===== src/rtl/flash_erase_pkg.sv =====
package flash_erase_pkg;
  localparam logic [7:0] OP_BLOCK_ERASE = 8'h50;
  localparam logic [7:0] OP_PAGE_ERASE  = 8'h81;
  localparam logic [7:0] OP_STATUS      = 8'hD7;
  localparam int         BLOCK_PAGES    = 8;
  localparam int         DEV_ADDR_W     = 24;
  localparam int         CMD_BYTES      = 4;
  localparam int         STAT_BYTES     = 2;

  typedef enum logic [3:0] {
    S_IDLE,
    S_CHK,
    S_DIV_S,
    S_DIV_L,
    S_CMD,
    S_WAIT,
    S_STAT,
    S_NEXT
  } seq_state_t;
endpackage


===== src/rtl/flash_erase_div.sv =====
// Sequential restoring divider: one quotient bit per cycle.
module flash_erase_div #(
  parameter int W  = 24,
  parameter int DW = 16
) (
  input  logic          clk,
  input  logic          rst_n,
  input  logic          go,
  input  logic [W-1:0]  dividend,
  input  logic [DW-1:0] divisor,
  output logic [W-1:0]  quo,
  output logic [DW-1:0] rem,
  output logic          done
);
  localparam int CW = $clog2(W + 1);
  localparam logic [CW-1:0] LAST = CW'(W - 1);

  logic [W-1:0]  q_q, q_n;
  logic [DW-1:0] r_q, r_n;
  logic [DW-1:0] d_q, d_n;
  logic [CW-1:0] c_q, c_n;
  logic          run_q, run_n;
  logic          done_q, done_n;
  logic [DW:0]   shifted, diff;
  logic          fits;

  always_comb begin
    shifted = {r_q, q_q[W-1]};
    fits    = shifted >= {1'b0, d_q};
    diff    = shifted - {1'b0, d_q};
  end

  always_comb begin
    q_n    = q_q;
    r_n    = r_q;
    d_n    = d_q;
    c_n    = c_q;
    run_n  = run_q;
    done_n = 1'b0;
    if (go) begin
      q_n   = dividend;
      r_n   = '0;
      d_n   = divisor;
      c_n   = '0;
      run_n = 1'b1;
    end else if (run_q) begin
      q_n = {q_q[W-2:0], fits};
      r_n = fits ? diff[DW-1:0] : shifted[DW-1:0];
      c_n = c_q + 1'b1;
      if (c_q == LAST) begin
        run_n  = 1'b0;
        done_n = 1'b1;
      end
    end
  end

  always_ff @(posedge clk or negedge rst_n) begin
    if (!rst_n) begin
      q_q    <= '0;
      r_q    <= '0;
      d_q    <= '0;
      c_q    <= '0;
      run_q  <= 1'b0;
      done_q <= 1'b0;
    end else begin
      q_q    <= q_n;
      r_q    <= r_n;
      d_q    <= d_n;
      c_q    <= c_n;
      run_q  <= run_n;
      done_q <= done_n;
    end
  end

  assign quo  = q_q;
  assign rem  = r_q;
  assign done = done_q;

  // the remainder is always below the divisor when reported
  a_r2_rem_below_divisor: assert property (@(posedge clk) disable iff (!rst_n)
    (done && d_q != '0) |-> (r_q < d_q));
endmodule


===== src/rtl/flash_erase_gap.sv =====
// Down counter that sets the idle time between status polls.
module flash_erase_gap #(
  parameter int GW = 16
) (
  input  logic          clk,
  input  logic          rst_n,
  input  logic          load,
  input  logic [GW-1:0] value,
  output logic          expired
);
  logic [GW-1:0] cnt_q, cnt_n;

  always_comb begin
    cnt_n = cnt_q;
    if (load)             cnt_n = value;
    else if (cnt_q != '0) cnt_n = cnt_q - 1'b1;
  end

  always_ff @(posedge clk or negedge rst_n) begin
    if (!rst_n) cnt_q <= '0;
    else        cnt_q <= cnt_n;
  end

  assign expired = (cnt_q == '0);

  // without a reload the counter steps down by one each cycle
  a_r6_gap_countdown: assert property (@(posedge clk) disable iff (!rst_n)
    (!load && cnt_q != '0) |=> (cnt_q == $past(cnt_q) - 1'b1));
endmodule


===== src/rtl/flash_erase_step.sv =====
// Chooses the erase size for one step and forms the command bytes.
module flash_erase_step
  import flash_erase_pkg::*;
#(
  parameter int IW = 24,
  parameter int SW = 4
) (
  input  logic [IW-1:0] idx,
  input  logic [IW-1:0] left,
  input  logic [SW-1:0] shift,
  input  logic [1:0]    bsel,
  output logic          is_block,
  output logic [7:0]    cmd_byte
);
  logic [DEV_ADDR_W-1:0] dev_addr;
  logic [DEV_ADDR_W-1:0] idx_ext;

  always_comb begin
    idx_ext  = DEV_ADDR_W'(idx);
    dev_addr = idx_ext << shift;
    is_block = (idx[2:0] == 3'b000) && (left >= IW'(BLOCK_PAGES));
    unique case (bsel)
      2'd0:    cmd_byte = is_block ? OP_BLOCK_ERASE : OP_PAGE_ERASE;
      2'd1:    cmd_byte = dev_addr[23:16];
      2'd2:    cmd_byte = dev_addr[15:8];
      default: cmd_byte = 8'h00;
    endcase
  end
endmodule


===== src/rtl/flash_erase_seq.sv =====
module flash_erase_seq
  import flash_erase_pkg::*;
#(
  parameter int AW = 24,
  parameter int PW = 16,
  parameter int SW = 4,
  parameter int GW = 16
) (
  input  logic          clk,
  input  logic          rst_n,
  input  logic          req_valid,
  input  logic [AW-1:0] req_start,
  input  logic [AW-1:0] req_len,
  input  logic [AW-1:0] cfg_dev_size,
  input  logic [PW-1:0] cfg_page_size,
  input  logic [SW-1:0] cfg_page_shift,
  input  logic [GW-1:0] cfg_poll_gap,
  output logic          spi_cs_n,
  output logic          spi_start,
  output logic [7:0]    spi_tx_byte,
  input  logic          spi_done,
  input  logic          spi_err,
  input  logic [7:0]    spi_rx_byte,
  output logic          busy,
  output logic          done,
  output logic          err
);
  localparam logic [1:0] CMD_LAST  = 2'(CMD_BYTES - 1);
  localparam logic [1:0] STAT_LAST = 2'(STAT_BYTES - 1);

  seq_state_t    state_q, state_n;
  logic [AW-1:0] start_q, start_n;
  logic [AW-1:0] len_q, len_n;
  logic [AW-1:0] idx_q, idx_n;
  logic [AW-1:0] left_q, left_n;
  logic          rem_bad_q, rem_bad_n;
  logic [1:0]    bcnt_q, bcnt_n;
  logic          infl_q, infl_n;
  logic          cmd_bad_q, cmd_bad_n;
  logic          done_q, done_n;
  logic          err_q, err_n;

  logic          div_go, div_done;
  logic [AW-1:0] div_quo;
  logic [PW-1:0] div_rem;
  logic          tmr_load, tmr_expired;
  logic          is_block;
  logic [7:0]    cmd_byte;
  logic [AW:0]   end_addr;
  logic [AW-1:0] step_pages;
  logic          in_frame;

  flash_erase_div #(.W(AW), .DW(PW)) u_div (
    .clk      (clk),
    .rst_n    (rst_n),
    .go       (div_go),
    .dividend ((state_q == S_CHK) ? start_q : len_q),
    .divisor  (cfg_page_size),
    .quo      (div_quo),
    .rem      (div_rem),
    .done     (div_done)
  );

  flash_erase_gap #(.GW(GW)) u_gap (
    .clk     (clk),
    .rst_n   (rst_n),
    .load    (tmr_load),
    .value   (cfg_poll_gap),
    .expired (tmr_expired)
  );

  flash_erase_step #(.IW(AW), .SW(SW)) u_step (
    .idx      (idx_q),
    .left     (left_q),
    .shift    (cfg_page_shift),
    .bsel     (bcnt_q),
    .is_block (is_block),
    .cmd_byte (cmd_byte)
  );

  always_comb begin
    end_addr   = {1'b0, start_q} + {1'b0, len_q};
    step_pages = is_block ? AW'(BLOCK_PAGES) : AW'(1);
    in_frame   = (state_q == S_CMD) || (state_q == S_STAT);
  end

  // next-state logic
  always_comb begin
    state_n   = state_q;
    start_n   = start_q;
    len_n     = len_q;
    idx_n     = idx_q;
    left_n    = left_q;
    rem_bad_n = rem_bad_q;
    bcnt_n    = bcnt_q;
    infl_n    = infl_q;
    cmd_bad_n = cmd_bad_q;
    done_n    = 1'b0;
    err_n     = 1'b0;
    div_go    = 1'b0;
    tmr_load  = 1'b0;
    spi_start = 1'b0;
    unique case (state_q)
      S_IDLE: begin
        if (req_valid) begin
          start_n = req_start;
          len_n   = req_len;
          state_n = S_CHK;
        end
      end
      S_CHK: begin
        if (cfg_page_size == '0 || end_addr > {1'b0, cfg_dev_size}) begin
          err_n   = 1'b1;
          state_n = S_IDLE;
        end else begin
          div_go  = 1'b1;
          state_n = S_DIV_S;
        end
      end
      S_DIV_S: begin
        if (div_done) begin
          idx_n     = div_quo;
          rem_bad_n = (div_rem != '0);
          div_go    = 1'b1;
          state_n   = S_DIV_L;
        end
      end
      S_DIV_L: begin
        if (div_done) begin
          if (rem_bad_q || div_rem != '0) begin
            err_n   = 1'b1;
            state_n = S_IDLE;
          end else if (div_quo == '0) begin
            done_n  = 1'b1;
            state_n = S_IDLE;
          end else begin
            left_n    = div_quo;
            bcnt_n    = '0;
            infl_n    = 1'b0;
            cmd_bad_n = 1'b0;
            state_n   = S_CMD;
          end
        end
      end
      S_CMD: begin
        if (!infl_q) begin
          spi_start = 1'b1;
          infl_n    = 1'b1;
        end else if (spi_done) begin
          infl_n = 1'b0;
          if (spi_err) cmd_bad_n = 1'b1;
          if (bcnt_q == CMD_LAST) begin
            bcnt_n   = '0;
            tmr_load = 1'b1;
            state_n  = S_WAIT;
          end else begin
            bcnt_n = bcnt_q + 1'b1;
          end
        end
      end
      S_WAIT: begin
        if (tmr_expired) begin
          bcnt_n  = '0;
          state_n = S_STAT;
        end
      end
      S_STAT: begin
        if (!infl_q) begin
          spi_start = 1'b1;
          infl_n    = 1'b1;
        end else if (spi_done) begin
          infl_n = 1'b0;
          if (bcnt_q == STAT_LAST) begin
            bcnt_n = '0;
            if (!spi_err && spi_rx_byte[7]) begin
              state_n = S_NEXT;
            end else begin
              tmr_load = 1'b1;
              state_n  = S_WAIT;
            end
          end else begin
            bcnt_n = bcnt_q + 1'b1;
          end
        end
      end
      S_NEXT: begin
        if (cmd_bad_q) begin
          cmd_bad_n = 1'b0;
          state_n   = S_CMD;
        end else begin
          idx_n  = idx_q + step_pages;
          left_n = left_q - step_pages;
          if (left_q == step_pages) begin
            done_n  = 1'b1;
            state_n = S_IDLE;
          end else begin
            state_n = S_CMD;
          end
        end
      end
      default: state_n = S_IDLE;
    endcase
  end

  // registers
  always_ff @(posedge clk or negedge rst_n) begin
    if (!rst_n) begin
      state_q   <= S_IDLE;
      start_q   <= '0;
      len_q     <= '0;
      idx_q     <= '0;
      left_q    <= '0;
      rem_bad_q <= 1'b0;
      bcnt_q    <= '0;
      infl_q    <= 1'b0;
      cmd_bad_q <= 1'b0;
      done_q    <= 1'b0;
      err_q     <= 1'b0;
    end else begin
      state_q   <= state_n;
      start_q   <= start_n;
      len_q     <= len_n;
      idx_q     <= idx_n;
      left_q    <= left_n;
      rem_bad_q <= rem_bad_n;
      bcnt_q    <= bcnt_n;
      infl_q    <= infl_n;
      cmd_bad_q <= cmd_bad_n;
      done_q    <= done_n;
      err_q     <= err_n;
    end
  end

  always_comb begin
    spi_cs_n = !in_frame;
    if (state_q == S_STAT) spi_tx_byte = (bcnt_q == 2'd0) ? OP_STATUS : 8'h00;
    else                   spi_tx_byte = cmd_byte;
  end

  assign busy = (state_q != S_IDLE);
  assign done = done_q;
  assign err  = err_q;

  // a byte is only started while chip select is low
  a_r5_start_in_frame: assert property (@(posedge clk) disable iff (!rst_n)
    spi_start |-> !spi_cs_n);

  // done and reject never pulse together
  a_r9_single_outcome: assert property (@(posedge clk) disable iff (!rst_n)
    $onehot0({done, err}));

  // a completed step moves index and count by the same 1 or 8 pages
  a_r7_advance_size: assert property (@(posedge clk) disable iff (!rst_n)
    ($past(state_q) == S_NEXT && !$past(cmd_bad_q)) |->
      ((($past(left_q) - left_q) == AW'(1)) || (($past(left_q) - left_q) == AW'(BLOCK_PAGES)))
      && ((idx_q - $past(idx_q)) == ($past(left_q) - left_q)));

  // a failed command leaves the position unchanged for the retry
  a_r8_retry_holds: assert property (@(posedge clk) disable iff (!rst_n)
    ($past(state_q) == S_NEXT && $past(cmd_bad_q)) |->
      (idx_q == $past(idx_q)) && (left_q == $past(left_q)));

  // the latched request does not change while work is in progress
  a_r10_request_held: assert property (@(posedge clk) disable iff (!rst_n)
    ($past(state_q) != S_IDLE) |-> ($stable(start_q) && $stable(len_q)));
endmodule


===== config.mk =====
export PLATFORM = sky130hd
export DESIGN_NAME = flash_erase_seq
export DESIGN_NICKNAME = d
export VERILOG_FILES = /design/src/rtl/flash_erase_pkg.sv /design/src/rtl/flash_erase_div.sv /design/src/rtl/flash_erase_gap.sv /design/src/rtl/flash_erase_step.sv /design/src/rtl/flash_erase_seq.sv
export SDC_FILE = /design/constraint.sdc
export NUM_CORES = 1
export LEC_CHECK = 0
export BUFFER_PORTS_ARGS = -buffer_cell sky130_fd_sc_hd__clkbuf_2
export CAP_MARGIN = 10
export CORE_UTILIZATION = 30
export CTS_BUF_LIST = sky130_fd_sc_hd__clkbuf_8
export CTS_CLUSTER_SIZE = 30
export DETAILED_ROUTE_END_ITERATION = 8
export PLACE_DENSITY = 0.55
export SLEW_MARGIN = 40
export SYNTH_ARGS = -nofsm -noshare
export SYNTH_HDL_FRONTEND = slang
export SYNTH_SLANG_ARGS = --single-unit

===== constraint.sdc =====
create_clock -name clk -period 5.7 [get_ports clk]
set_input_delay 0.285 -clock clk [delete_from_list [all_inputs] [get_ports clk]]
set_output_delay 0.285 -clock clk [all_outputs]
set_load 0.03 [all_outputs]

Yosys cells after proc, flatten, opt, wreduce, memory -nomap -nowiden

Cells that the tools add are included.

Flip-flop bits (word level): 186
Bits of input ports: 121
Logic and storage cells: 177

Add/subtract/negate cells: 7
Magnitude comparators: 3
Eq/ne operators: 26
Shifts and indexed selects: 1
Multiplexer cells: 90
Reduce and logical (&&, ||, !) cells: 32

Operator list:

| cell                  | count |
|---|---|
| $mux 24               | 9 |
| $pmux 24 s2           | 2 |
| $mux 16               | 5 |
| $mux 4                | 11 |
| $mux 1                | 33 |
| $logic_not 16->1      | 2 |
| $pmux 4 s8            | 1 |
| $reduce_bool 16->1    | 2 |
| $add 24x24->25        | 1 |
| $gt 25x24->1          | 1 |
| $add 24x4->24         | 1 |
| $eq 24x4->1           | 1 |
| $ge 24x4->1 const B   | 1 |
| $logic_not 24->1      | 1 |
| $mux 2                | 12 |
| $mux 8                | 3 |
| $pmux 8 s3            | 1 |
| $shl 24x4->24         | 1 |
| $sub 24x4->24         | 1 |
| $ne 2x2->1 const B    | 11 |
| $ge 17x16->1          | 1 |
| $eq 4x3->1 const B    | 4 |
| $sub 16x1->16 const B | 1 |
| $sub 16x16->16        | 1 |
| other kinds (30)      | 52 |

Longest topological paths before layout

Gate-level depths: netlist of run 1.

Depth after elaboration: 8
Depth in mapped cells: 21
Mapped depth without buffers: 20

Hierarchy

Synthesis of run 1 repeated with hierarchy kept, for this count alone.

Cells, all modules: 1519
Area total of the unflattened synthesis: 13808.2 µm²

Modules (own cells, without submodules):

| module           | times used | cells an instance | area an instance (µm²) | sequential area each (µm²) |
|---|---|---|---|---|
| flash_erase_seq  | 1          | 863               | 7687.4                 | 2652.5 |
| flash_erase_div  | 1          | 399               | 3702.3                 | 1576.5 |
| flash_erase_step | 1          | 153               | 1412.6                 | 0.0 |
| flash_erase_gap  | 1          | 104               | 1006.0                 | 400.4 |

Worst setup path after synthesis of run 1

No wires, ideal clock.

Kind: register -> register
From: register start_q[0]
To: register u_div.d_q[0]
Arrival time: 4.130 ns
Slack: 1.442 ns
Stages on the path, launching flop included: 22
Buffers on the path: 1
Path through: dfrtp_1 > ha_1 > inv_1 > fa_1 > nor2b_1 > o31ai_1 > a21oi_1 > o221ai_1 > o21ai_1 > and3_1 > o21ai_1 > xnor2_1 > ha_1 > a21o_1 > a21oi_1 > o21ai_0 > o21ai_0 > nand3_1 > a211o_1 > nand2_2 > buf_4 > mux2_1

Cells in the longest elaborated chain, start to end: 5

RTL lines:

| what                   | RTL line               | RTL |
|---|---|---|
| from (decl)            | flash_erase_seq.sv:32  | `logic [AW-1:0] start_q, start_n;` |
| from (signal assigned) | flash_erase_seq.sv:221 | `start_q <= start_n;` |
| $add 24x24->25         | flash_erase_seq.sv:82  | `end_addr = {1'b0, start_q} + {1'b0, len_q};` |
| $gt 25x24->1           | flash_erase_seq.sv:112 | `if (cfg_page_size == '0 \|\| end_addr > {1'b0, cfg_dev_size}) begin` |
| $logic_or 1x1->1       | flash_erase_seq.sv:112 |  |
| $mux 1                 | flash_erase_seq.sv:112 |  |
| $pmux 1 s2             | flash_erase_seq.sv:103 | `unique case (state_q)` |
| to (signal assigned)   | flash_erase_div.sv:68  | `d_q <= d_n;` |
| to (decl)              | flash_erase_div.sv:20  | `logic [DW-1:0] d_q, d_n;` |

No other way between the ends.
A chain may end at the register's enable or synchronous reset.

Worst setup path after layout of run 1

From: register len_q[0]
To: register u_div.q_q[5] (netlist: u_div.quo[5])

Cells in the longest elaborated chain, start to end: 6
Elaborated cells between the ends (all ways): 7
Classes of those cells: add/sub: 1; order compare: 1; mux: 3; reduce/logical: 2

RTL lines:

| what                                         | RTL line               | RTL |
|---|---|---|
| from (decl)                                  | flash_erase_seq.sv:33  | `logic [AW-1:0] len_q, len_n;` |
| from (signal assigned)                       | flash_erase_seq.sv:222 | `len_q <= len_n;` |
| $add 24x24->25 *                             | flash_erase_seq.sv:82  |  |
| $gt 25x24->1 *                               | flash_erase_seq.sv:112 |  |
| $logic_or 1x1->1 *                           | flash_erase_seq.sv:112 |  |
| $mux 1 *                                     | flash_erase_seq.sv:112 |  |
| $pmux 1 s2 *                                 | flash_erase_seq.sv:103 |  |
| $mux 24 or $reduce_bool 2->1 (tied branches) | n/a                    |  |
| to (signal assigned)                         | flash_erase_div.sv:66  | `q_q <= q_n;` |
| to (decl)                                    | flash_erase_div.sv:18  | `logic [W-1:0] q_q, q_n;` |

Mark *: on every way between the ends. The rest lies on a longest branch, timed or not.

==> flow_summary.json, run 1 <==
{
  "worstPathArrival_ns": 5.63,
  "cp_slowest_cell": "nand2_2",
  "clk_latency_ns": 0.51,
  "hold_start": "cfg_poll_gap[5]",
  "max_freq_mhz": 193,
  "grt_pass1_wl_um": 57600,
  "wl_per_cell_um": 16.5,
  "crit_cells": 22,
  "layout_worst_path_cycle_share_pct": 91.1,
  "clk_pin_slew_worst_paths_ns": 0.11,
  "overflow": 0,
  "crit_path_end_kind": "register",
  "finalMaxSlewViolations": 0,
  "cts.sinks": 185,
  "swShare_pct": 46.6,
  "max_slew.worst_pin.slew_ns": 0.781,
  "worst_hold_slack_ns": 0.0503,
  "first_iter_violations": 758,
  "worstSetupPathType": "register to register",
  "start_util_pct": 30.6,
  "maxSlewHeadroom_pct": 47.9,
  "synthCells": 1386,
  "synthFlopType": "dfrtp_1",
  "hold_end": "u_gap.cnt_q[5]",
  "drive_above_1_share_pct": 17.0,
  "fp.dieH_um": 210,
  "drc": 0,
  "yosysUniqueCellTypes": 73,
  "powerDensity_nw_per_um2": 585,
  "r2r_setup_slack_ns": 0.51,
  "drv_cap": 0,
  "place.gp.congestion": 0.819,
  "placed_area_sq_um": 14200,
  "ios": 134,
  "finalPower_mw": 8.98,
  "cts_tree": "done",
  "grt_pass1_vias": 10900,
  "synth-async-reset-ratio_pct": 100,
  "setup-tns-final_ns": 0,
  "fin_crit_ns": 5.19,
  "grt.total_usage_pct": 16.3,
  "vias_per_cell": 5.29,
  "synth_seq_cells": 185,
  "hp-class": "input port to register",
  "std_cell_rows": 75,
  "ys_top_cells_by_area": "dfrtp_1, ha_1, mux2i_1, a21oi_1, mux2_2",
  "area_delta_synth_final_pct": 18.8,
  "peakVddDrop_mv": 0.266,
  "crit_family": "compound AO/OA/AOI/OAI gates",
  "p_int_mw": 4.80,
  "worstReg2RegStart": "len_q[0]",
  "n_antenna_cell": 0,
  "synth.avg_cell_area_sq_um": 9.33,
  "r2r-end": "u_div.quo[5]",
  "finalSetupViolations": 0,
  "p_clk_share_pct": 10.6,
  "hpwl_um": 25700,
  "io_buffer_count": 126,
  "critPathBufInv": 3,
  "drt_first_pass_iters": 6,
  "synth_enable_flop_cells": 0,
  "p_comb_share_pct": 61.5,
  "static-leakage-power_nw": 6.76,
  "final_nets": 1752,
  "power_frac_seq_pct": 27.9,
  "whs_path_depth": 3,
  "cp.required_ns": 6.14,
  "p_sw_mw": 4.19,
  "crit_path_max_fanout": 31,
  "dieWidth_um": 210,
  "yosysTopAreaCell": "dfrtp_1",
  "syn_nets": 1585,
  "yosysTopAreaCellShare_pct": 35.8,
  "ant_nets": 0,
  "cp_cell_sequence": "ha_1 > inv_1 > fa_1 > nor2b_1 > o31ai_1 > a21oi_1 > buf_4 > o221ai_1 > o21ai_1 > and3_1 > o21ai_1 > xnor2_1 > ha_1 > a21o_1 > a21oi_1 > o21ai_0 > o21ai_0 > nand3_1 > a211o_1 > nand2_2 > buf_12 > mux2i_1",
  "vias": 11100,
  "layout_setup_ws_ns": 0.508,
  "crit_start": "len_q[0]",
  "grt_max_degree": 72,
  "die_area_sq_um": 43900,
  "postRouteWirelength_um": 34800,
  "status": "complete, no violations",
  "crit_path_start_kind": "register",
  "synth_warnings": 0,
  "core_area_sq_um": 42200,
  "fin_skew_ns": 0.0183,
  "dpl_worst_slack_ns": 0.560,
  "htree_levels": 4,
  "reg2reg_depth": 22,
  "ctsLongestPathBuffers": 2,
  "synth_area_sq_um": 12900,
  "cts_buffers": 17,
  "root_buffer": "clkbuf_8",
  "antenna_found_initial": 0,
  "cts_setup_buffers": 0,
  "hold_viol": 0,
  "yosysSeqAreaShare_pct": 35.8,
  "finish.instance_area_sq_um": 15400,
  "slowest_delay_ns": 0.44,
  "rsz0062_at_grt": "false"
}
[flip-flops by register name (all words and copies together) (netlist names)]
name and cells:
u_div.quo 24, bcnt_q 2, err 1, start_q 24, cmd_bad_q 1, u_div.d_q 16, u_div.c_q 5, len_q 24
u_gap.cnt_q 16, u_div.rem 16, u_div.done 1, infl_q 1, u_div.run_q 1, done 1, left_q 24, state_q 3
idx_q 24, rem_bad_q 1
[worst max-delay path by stage]
stage,end,slack (ns)
global placement,u_div.quo[10],0.63
detailed placement,u_div.quo[4],0.56
floorplan,u_div.d_q[0],1.44
global route,u_div.quo[5],0.09
CTS,u_div.quo[5],0.52
finish,u_div.quo[5],0.51
[cells in the mapped netlist (all sizes together) (6+ instances only)]
library cell,number
a21oi,118
buf,17
mux2i,86
o22a,6
a31oi,15
o22ai,23
nor2b,9
a211o,6
nand4,14
nand3,33
nor2,120
mux4,22
xor2,17
o211ai,8
clkbuf,52
o21ai,90
inv,67
ha,76
dfrtp,185
and3,12
mux2,67
a22oi,11
nand2,89
nand2b,21
a211oi,27
or4,7
o21a,12
nor3,25
nor4,24
xnor2,31
o31ai,7
a21o,17
or3,7
[kinds of logic (layout without fill, tap and decap cells)]
family	after synthesis	count (layout)	share of synthesized area, %
AND/OR/NAND/NOR	383	383	14.5
flip-flops	185	185	35.8
XOR/XNOR	48	48	3.25
adder cells (fa/ha/maj)	78	78	7.67
AO/OA/AOI/OAI	380	380	18.3
buffers and inverters	137	317	4.12
multiplexers	175	175	16.3
[timing repair]
| action | 4_1_cts | 5_1_grt |
|---|---|---|
| hold endpoints to repair | 146 | 0 |
| resized for setup | 0 | 0 |
| hold buffers | 78 | 0 |
[final cells by class]
type                       count  area [sq um]
clock inverter                15           176
tap                          539           674
inverter                      68           255
timing repair buffer         217          1580
multi-input combinational   1064          7810
clock buffer                  17           234
fill                        4298         26900
sequential                   185          4630
[power by group through the flow]
stage / sequential [mW] / combinational, mW / clock (mW)
2_1_floorplan: 2.26 / 4.32 / 0
3_3_place_gp: 2.51 / 5.29 / 0
3_5_place_dp: 2.53 / 5.47 / 0
4_1_cts: 2.50 / 5.54 / 0.985
5_1_grt: 2.60 / 6.20 / 1.03
6_report: 2.51 / 5.52 / 0.952
[layout by cell type (no fill, tap or decap), types with 6 or more instances in the layout]
cell,netlist,final
mux4_2,22,22
nor2_1,120,119
mux2i_1,86,86
dlygate4sd3_1,0,78
o211ai_1,8,8
o22a_1,6,6
or3_1,7,7
nor4_1,22,22
nor2b_1,9,9
or4_1,6,6
nand2_1,88,88
a211oi_1,26,24
and3_1,12,10
a21oi_1,118,118
o22ai_1,23,23
nand4_1,14,14
xnor2_1,31,31
nand3_1,33,33
nor3_1,25,25
inv_1,64,64
dfrtp_1,185,184
mux2_1,18,18
xor2_1,17,17
a21o_1,17,17
a31oi_1,15,15
o21ai_0,66,66
mux2_2,49,49
o21a_1,12,11
nand2b_1,21,21
clkbuf_8,0,18
clkbuf_2,0,124
ha_1,76,76
o21ai_1,23,21
buf_4,3,8
a22oi_1,11,11
o31ai_1,7,7
[through the flow]
step / utilization, % / cells
2_1_floorplan: - / 1386
3_3_place_gp: 33.3 / 1993
3_5_place_dp: 33.5 / 1995
4_1_cts: 36.4 / 2105
5_1_grt: 36.4 / 2105
6_report: 36.4 / 2105
[tightest hold or removal path, delay by kind of cell]
| kind | cells | cell delay, ns |
|---|---|---|
| and+or+nand+nor | 1 | 0.10 |
| AOI/OAI and AO/OA | 1 | 0.05 |
| buffers and inverters | 1 | 0.08 |
[routing by layer]
layer | global-route usage, % | vias to the layer above | wire length (um)
met5 | 0 | - | 0
met2 | 25.5 | 233 | 15500
met4 | 4.46 | 0 | 478
met1 | 23.5 | 5423 | 17400
li1 | - | 5452 | -
met3 | 2.26 | 33 | 1350
No activity file was read; power rests on OpenSTA's default activity.
==> run 2: changes to the inputs <==
==> constraint.sdc (replaced) <==
create_clock -name clk -period 5.7 [get_ports clk]
set_input_delay 1.14 -clock clk [delete_from_list [all_inputs] [get_ports clk]]
set_output_delay 1.14 -clock clk [all_outputs]
set_load 0.03 [all_outputs]
==> flow_summary.json, run 2 (same netlist as run 1, synthesis figures left out) <==
{
  "cts_tree": "done",
  "gr-usage-met1_pct": 23.2,
  "place.gp.congestion": 0.807,
  "clk_latency_ns": 0.51,
  "start_util_pct": 30.6,
  "n_antenna_cell": 0,
  "dpl_worst_slack_ns": 0.627,
  "max_freq_mhz": 197,
  "drc": 0,
  "ios": 134,
  "hp-class": "register to register",
  "hold_start": "u_div.d_q[7]",
  "layout_worst_path_cycle_share_pct": 89.1,
  "powerDensity_nw_per_um2": 611,
  "first_iter_violations": 698,
  "use_met3_pct": 2.68,
  "core_area_sq_um": 42200,
  "grt.total_usage_pct": 15.9,
  "final_cell_mix": "dfrtp_1, clkbuf_2, nor2_1",
  "grt_pass1_vias": 10700,
  "seqCellArea_sq_um": 4630,
  "drv_cap": 0,
  "grt_max_degree": 112,
  "ant_nets": 0,
  "rsz0062_at_grt": "false",
  "grt.busiest_layer": "met2",
  "worstReg2RegStart": "len_q[0]",
  "finalSetupViolations": 0,
  "crit_family": "compound AO/OA/AOI/OAI gates",
  "io_buffer_count": 126,
  "cts_resized": 0,
  "finish.utilization_pct": 34.6,
  "dieWidth_um": 210,
  "multi_input_area_sq_um": 7810,
  "layout_commonest_cell": "dfrtp_1",
  "cp.required_ns": 6.14,
  "antenna_found_initial": 0,
  "finalMaxSlewViolations": 0,
  "slowest_delay_ns": 0.42,
  "wl_per_cell_um": 16.8,
  "cp_slowest_cell": "o21ai_1",
  "drive_above_1_share_pct": 18.0,
  "clk_pin_slew_worst_paths_ns": 0.13,
  "cts_buffers": 17,
  "max_slew.worst_pin.slew_ns": 0.779,
  "htree_levels": 4,
  "crit_start": "len_q[0]",
  "maxSlewHeadroom_pct": 48.0,
  "fill_cells": 4408,
  "drt_first_pass_iters": 5,
  "hpwl_um": 25500,
  "r2r_setup_slack_ns": 0.62,
  "postRouteWirelength_um": 34100,
  "hold_viol": 0,
  "met2_usage_pct": 24.2,
  "cts_setup_buffers": 0,
  "grt_pass1_wl_um": 56600,
  "fp.dieH_um": 210,
  "cts.sinks": 185,
  "layout_setup_ws_ns": 0.620,
  "crit_path_end_kind": "register",
  "status": "complete, no violations",
  "root_buffer": "clkbuf_8",
  "setup-tns-final_ns": 0,
  "vias": 10800,
  "worstSetupPathType": "register to register",
  "ctsLongestPathBuffers": 2,
  "std_cell_rows": 75,
  "cp_cell_sequence": "ha_1 > inv_1 > fa_1 > nor2b_1 > o31ai_1 > a21oi_1 > o221ai_1 > o21ai_1 > and3_1 > o21ai_1 > xnor2_1 > ha_1 > a21o_1 > a21oi_1 > o21ai_0 > o21ai_0 > nand3_1 > a211o_1 > nand2_2 > buf_12 > mux2i_1",
  "crit_path_start_kind": "register",
  "fin_crit_ns": 5.08,
  "peakVddDrop_mv": 0.266,
  "worstPathArrival_ns": 5.52,
  "final_nets": 1677,
  "overflow": 0,
  "static-leakage-power_nw": 6.44,
  "area_delta_synth_final_pct": 12.9,
  "fin_skew_ns": 0.0247,
  "die_area_sq_um": 43900,
  "vias_per_cell": 5.34,
  "crit_path_max_fanout": 31,
  "critPathBufInv": 2,
  "cts_hold_buffers": 0
}
## run 2: cell types whose count changed in the layout (fill, tap and decap cells not counted), moves of 2 or more
cell / before / now
clkinv_8: 2 / 6
dlygate4sd3_1: 78 / 0
inv_8: 5 / 3
buf_4: 8 / 13
buf_6: 2 / 0
## run 2: cell type report
type	count	area share, %
Clock buffer	18	1.70
Clock inverter	14	1.19
Inverter	68	1.75
Multi-Input combinational cell	1064	53.5
Sequential cell	185	31.7
Tap cell	539	4.62
Timing Repair Buffer	142	5.55
## run 2: worst paths after layout
check / to / cells past startpoint
max reg2reg: u_div.quo[10] / 21
max: u_div.quo[10] / 21
min in group asynchronous: len_q[2] / 1
min reg2reg: u_div.d_q[7] / 1
min: u_div.d_q[7] / 1
max in group asynchronous: left_q[9] / 2
## run 2: per-stage QoR
step	total power, mW	instances	hold WS [ns]	cell area [sq um]
floorplan	6.59	1386	0.458	12900
detailed placement	8.00	1998	0.476	14200
global placement	7.83	1996	0.469	14100
CTS	8.99	2030	0.501	14600
finish	8.92	2030	0.500	14600
global route	9.80	2030	0.527	14600
## run 2: metal layers
layer | vias to the layer above | share of wire [%] | wire (um)
li1 | 5295 | - | -
met1 | 5229 | 50 | 17000
met2 | 292 | 44 | 15000
met3 | 29 | 4.8 | 1650
met4 | 0 | 1.2 | 397
met5 | - | 0 | 0
## run 2: where the power goes
group | total [mW] | internal [mW] | switching, mW
clock network | 0.941 | 0.348 | 0.593
logic | 5.47 | 2.52 | 2.96
registers | 2.51 | 1.87 | 0.639
==> run 3: changes to the inputs <==
--- a/config.mk
+++ b/config.mk
@@ -5,6 +5,7 @@
 export SDC_FILE = /design/constraint.sdc
 export NUM_CORES = 1
 export LEC_CHECK = 0
+export ABC_AREA = 1
 export BUFFER_PORTS_ARGS = -buffer_cell sky130_fd_sc_hd__clkbuf_2
 export CAP_MARGIN = 10
 export CORE_UTILIZATION = 30
==> flow_summary.json, run 3 <==
{
  "crit_family": "buffers and inverters",
  "cp.required_ns": 4.56,
  "place.gp.congestion": 0.858,
  "peakVddDrop_mv": 0.252,
  "finalMaxSlewViolations": 0,
  "cp_slowest_cell": "clkbuf_2",
  "cts_hold_buffers": 0,
  "stdcell_count": 2591,
  "vias_per_cell": 4.94,
  "drv_cap": 0,
  "met2_usage_pct": 27.7,
  "dieWidth_um": 217,
  "drc": 0,
  "synth_seq_cells": 185,
  "finalSetupViolations": 0,
  "layout_worst_path_cycle_share_pct": 77.7,
  "cp_cell_sequence": "clkbuf_2 > o21ai_0 > or2_2 > o21ai_0 > mux2i_1 > nand2_1 > o211ai_1 > nand2_1 > nand3_1 > nand2_1 > nand2_1 > clkbuf_2",
  "static-leakage-power_nw": 7.46,
  "powerDensity_nw_per_um2": 647,
  "std_cell_rows": 78,
  "finish.instance_area_sq_um": 15400,
  "hold_viol": 0,
  "overflow": 0,
  "start_util_pct": 30.5,
  "grt_pass1_vias": 12500,
  "synth_area_sq_um": 13900,
  "final_nets": 2176,
  "synth_warnings": 0,
  "crit_top_cell": "nand2_1",
  "fin_crit_ns": 4.43,
  "setup-tns-final_ns": 0,
  "power_frac_seq_pct": 25.7,
  "core_area_sq_um": 45500,
  "final_cell_mix": "nand2_1, inv_1, dfrtp_1",
  "htree_levels": 4,
  "clk_latency_ns": 0.56,
  "yosysSeqAreaShare_pct": 33.4,
  "cts_buffers": 17,
  "grt.busiest_layer": "met2",
  "slowest_delay_ns": 0.58,
  "cts_setup_buffers": 0,
  "synth.avg_cell_area_sq_um": 7.32,
  "worstPathArrival_ns": 3.29,
  "wl_per_cell_um": 14.9,
  "layout_setup_ws_ns": 1.27,
  "area_delta_synth_final_pct": 11.3,
  "layout_commonest_cell": "nand2_1",
  "yosysTopAreaCell": "dfrtp_1",
  "gr-usage-met1_pct": 22.8,
  "placed_area_sq_um": 15000,
  "fp.dieH_um": 217,
  "synth_most_common_cell": "nand2_1",
  "max_slew.worst_pin.slew_ns": 0.766,
  "cts.sinks": 185,
  "die_area_sq_um": 47100,
  "p_int_mw": 4.81,
  "antenna_found_initial": 1,
  "synthCells": 1895,
  "seqCellArea_sq_um": 4630,
  "postRouteWirelength_um": 38600,
  "clk_pin_slew_worst_paths_ns": 0.10,
  "rsz0062_at_grt": "false",
  "hpwl_um": 29100,
  "synth_enable_flop_cells": 0,
  "root_buffer": "clkbuf_8",
  "swShare_pct": 51.9,
  "ctsLongestPathBuffers": 2,
  "dpl_worst_slack_ns": 1.30,
  "io_buffer_count": 126,
  "multi_input_area_sq_um": 8120,
  "crit_path_max_fanout": 48,
  "maxSlewHeadroom_pct": 48.9,
  "vias": 12800,
  "grt_max_degree": 103,
  "grt_pass1_wl_um": 63900,
  "syn_nets": 2094,
  "hp-class": "register to register",
  "drt_first_pass_iters": 6,
  "yosysUniqueCellTypes": 59,
  "critPathBufInv": 2,
  "finalPower_mw": 10.0,
  "p_comb_share_pct": 64.4,
  "fin_skew_ns": 0.0182,
  "fill_cells": 4973,
  "ant_nets": 0,
  "dp.cells": 2558,
  "synthFlopType": "dfrtp_1",
  "grt.total_usage_pct": 16.9,
  "max_freq_mhz": 226,
  "ios": 134,
  "yosysTopAreaCellShare_pct": 33.4,
  "drive_above_1_share_pct": 14.2,
  "p_clk_share_pct": 9.9,
  "use_met3_pct": 2.64,
  "yosys-top-cells-count": "nand2_1, inv_1, dfrtp_1",
  "crit_path_start_kind": "input port",
  "worstSetupPathType": "input port to primary output",
  "p_sw_mw": 5.19,
  "first_iter_violations": 786,
  "ys_top_cells_by_area": "dfrtp_1, nand2_1, ha_1, o21ai_0, inv_1",
  "synth-async-reset-ratio_pct": 100,
  "crit_path_end_kind": "primary output",
  "cts_tree": "done",
  "status": "complete, no violations",
  "cts_resized": 0
}
[run 3: changes by cell type after synthesis, sizes merged, moves of 15 or more]
cell    before  now
o22ai       23    3
nand2       89  521
mux2i       86   10
mux4        22    0
nand4       14   55
o21ai       90  162
inv         67  202
mux2        67   45
nand3       33   86
xor2        17   43
buf         17   32
a211oi      27    3
o211ai       8   28
nand2b      21    0
[run 3: cells by family (layout without fill, tap and decap cells)]
logic type	count (synthesis)	in the layout	synth area share [%]
other	0	1	0
DFF	185	185	33.4
adders and majority gates	78	78	7.14
AOI/OAI and AO/OA	363	363	15.2
muxes	55	55	4.37
buffers and inverters	278	373	8.21
and+or+nand+nor	870	870	27.5
xor gates and xnor gates	66	66	4.17
[run 3: metal layers]
| metal | part of all wire, % | vias up |
|---|---|---|
| met5 | 0 | - |
| met4 | 1.7 | 0 |
| met3 | 4.5 | 44 |
| met2 | 47 | 273 |
| met1 | 47 | 5986 |
| li1 | - | 6494 |
[run 3: layout make-up]
class / count / share of cell area [%]
Timing Repair Buffer: 138 / 4.88
Tap cell: 600 / 4.86
Inverter: 203 / 4.94
Clock buffer: 17 / 1.52
Sequential cell: 185 / 30.0
Clock inverter: 15 / 1.21
Antenna cell: 1 / 0.0162
Multi-Input combinational cell: 1432 / 52.6
[run 3: power by group through the flow]
| stage | registers, mW | logic (mW) | clock network, mW |
|---|---|---|---|
| 2_1_floorplan | 2.36 | 5.09 | 0 |
| 3_3_place_gp | 2.57 | 6.28 | 0 |
| 3_5_place_dp | 2.58 | 6.41 | 0 |
| 4_1_cts | 2.56 | 6.45 | 1.03 |
| 5_1_grt | 2.66 | 7.36 | 1.08 |
| 6_report | 2.57 | 6.44 | 0.989 |
[run 3: path summary, 6_finish.rpt]
kind                                   startpoint        endpoint  slack [ns]  depth (start not counted)
worst min-delay path                 u_div.d_q[0]    u_div.d_q[0]        0.50                          2
worst max register to register         start_q[0]   u_div.d_q[11]        1.30                         27
max in group asynchronous                   rst_n      left_q[21]        4.14                          2
min in group asynchronous                   rst_n    u_div.d_q[1]        0.53                          1
worst min register to register       u_div.d_q[0]    u_div.d_q[0]        0.50                          2
worst max-delay path            cfg_page_shift[0]  spi_tx_byte[4]        1.27                         12
[run 3: through the flow]
step           utilization, %  hold slack, ns
6_report                 33.9           0.501
5_1_grt                  33.9           0.530
4_1_cts                  33.9           0.503
3_5_place_dp             33.0           0.477
3_3_place_gp             33.0           0.468
2_1_floorplan               -           0.446
[run 3: tightest hold or removal path: cells and delay by family (launching register included)]
family           cells  cell delay, ns
DFF                  1            0.37
and+or+nand+nor      2            0.11
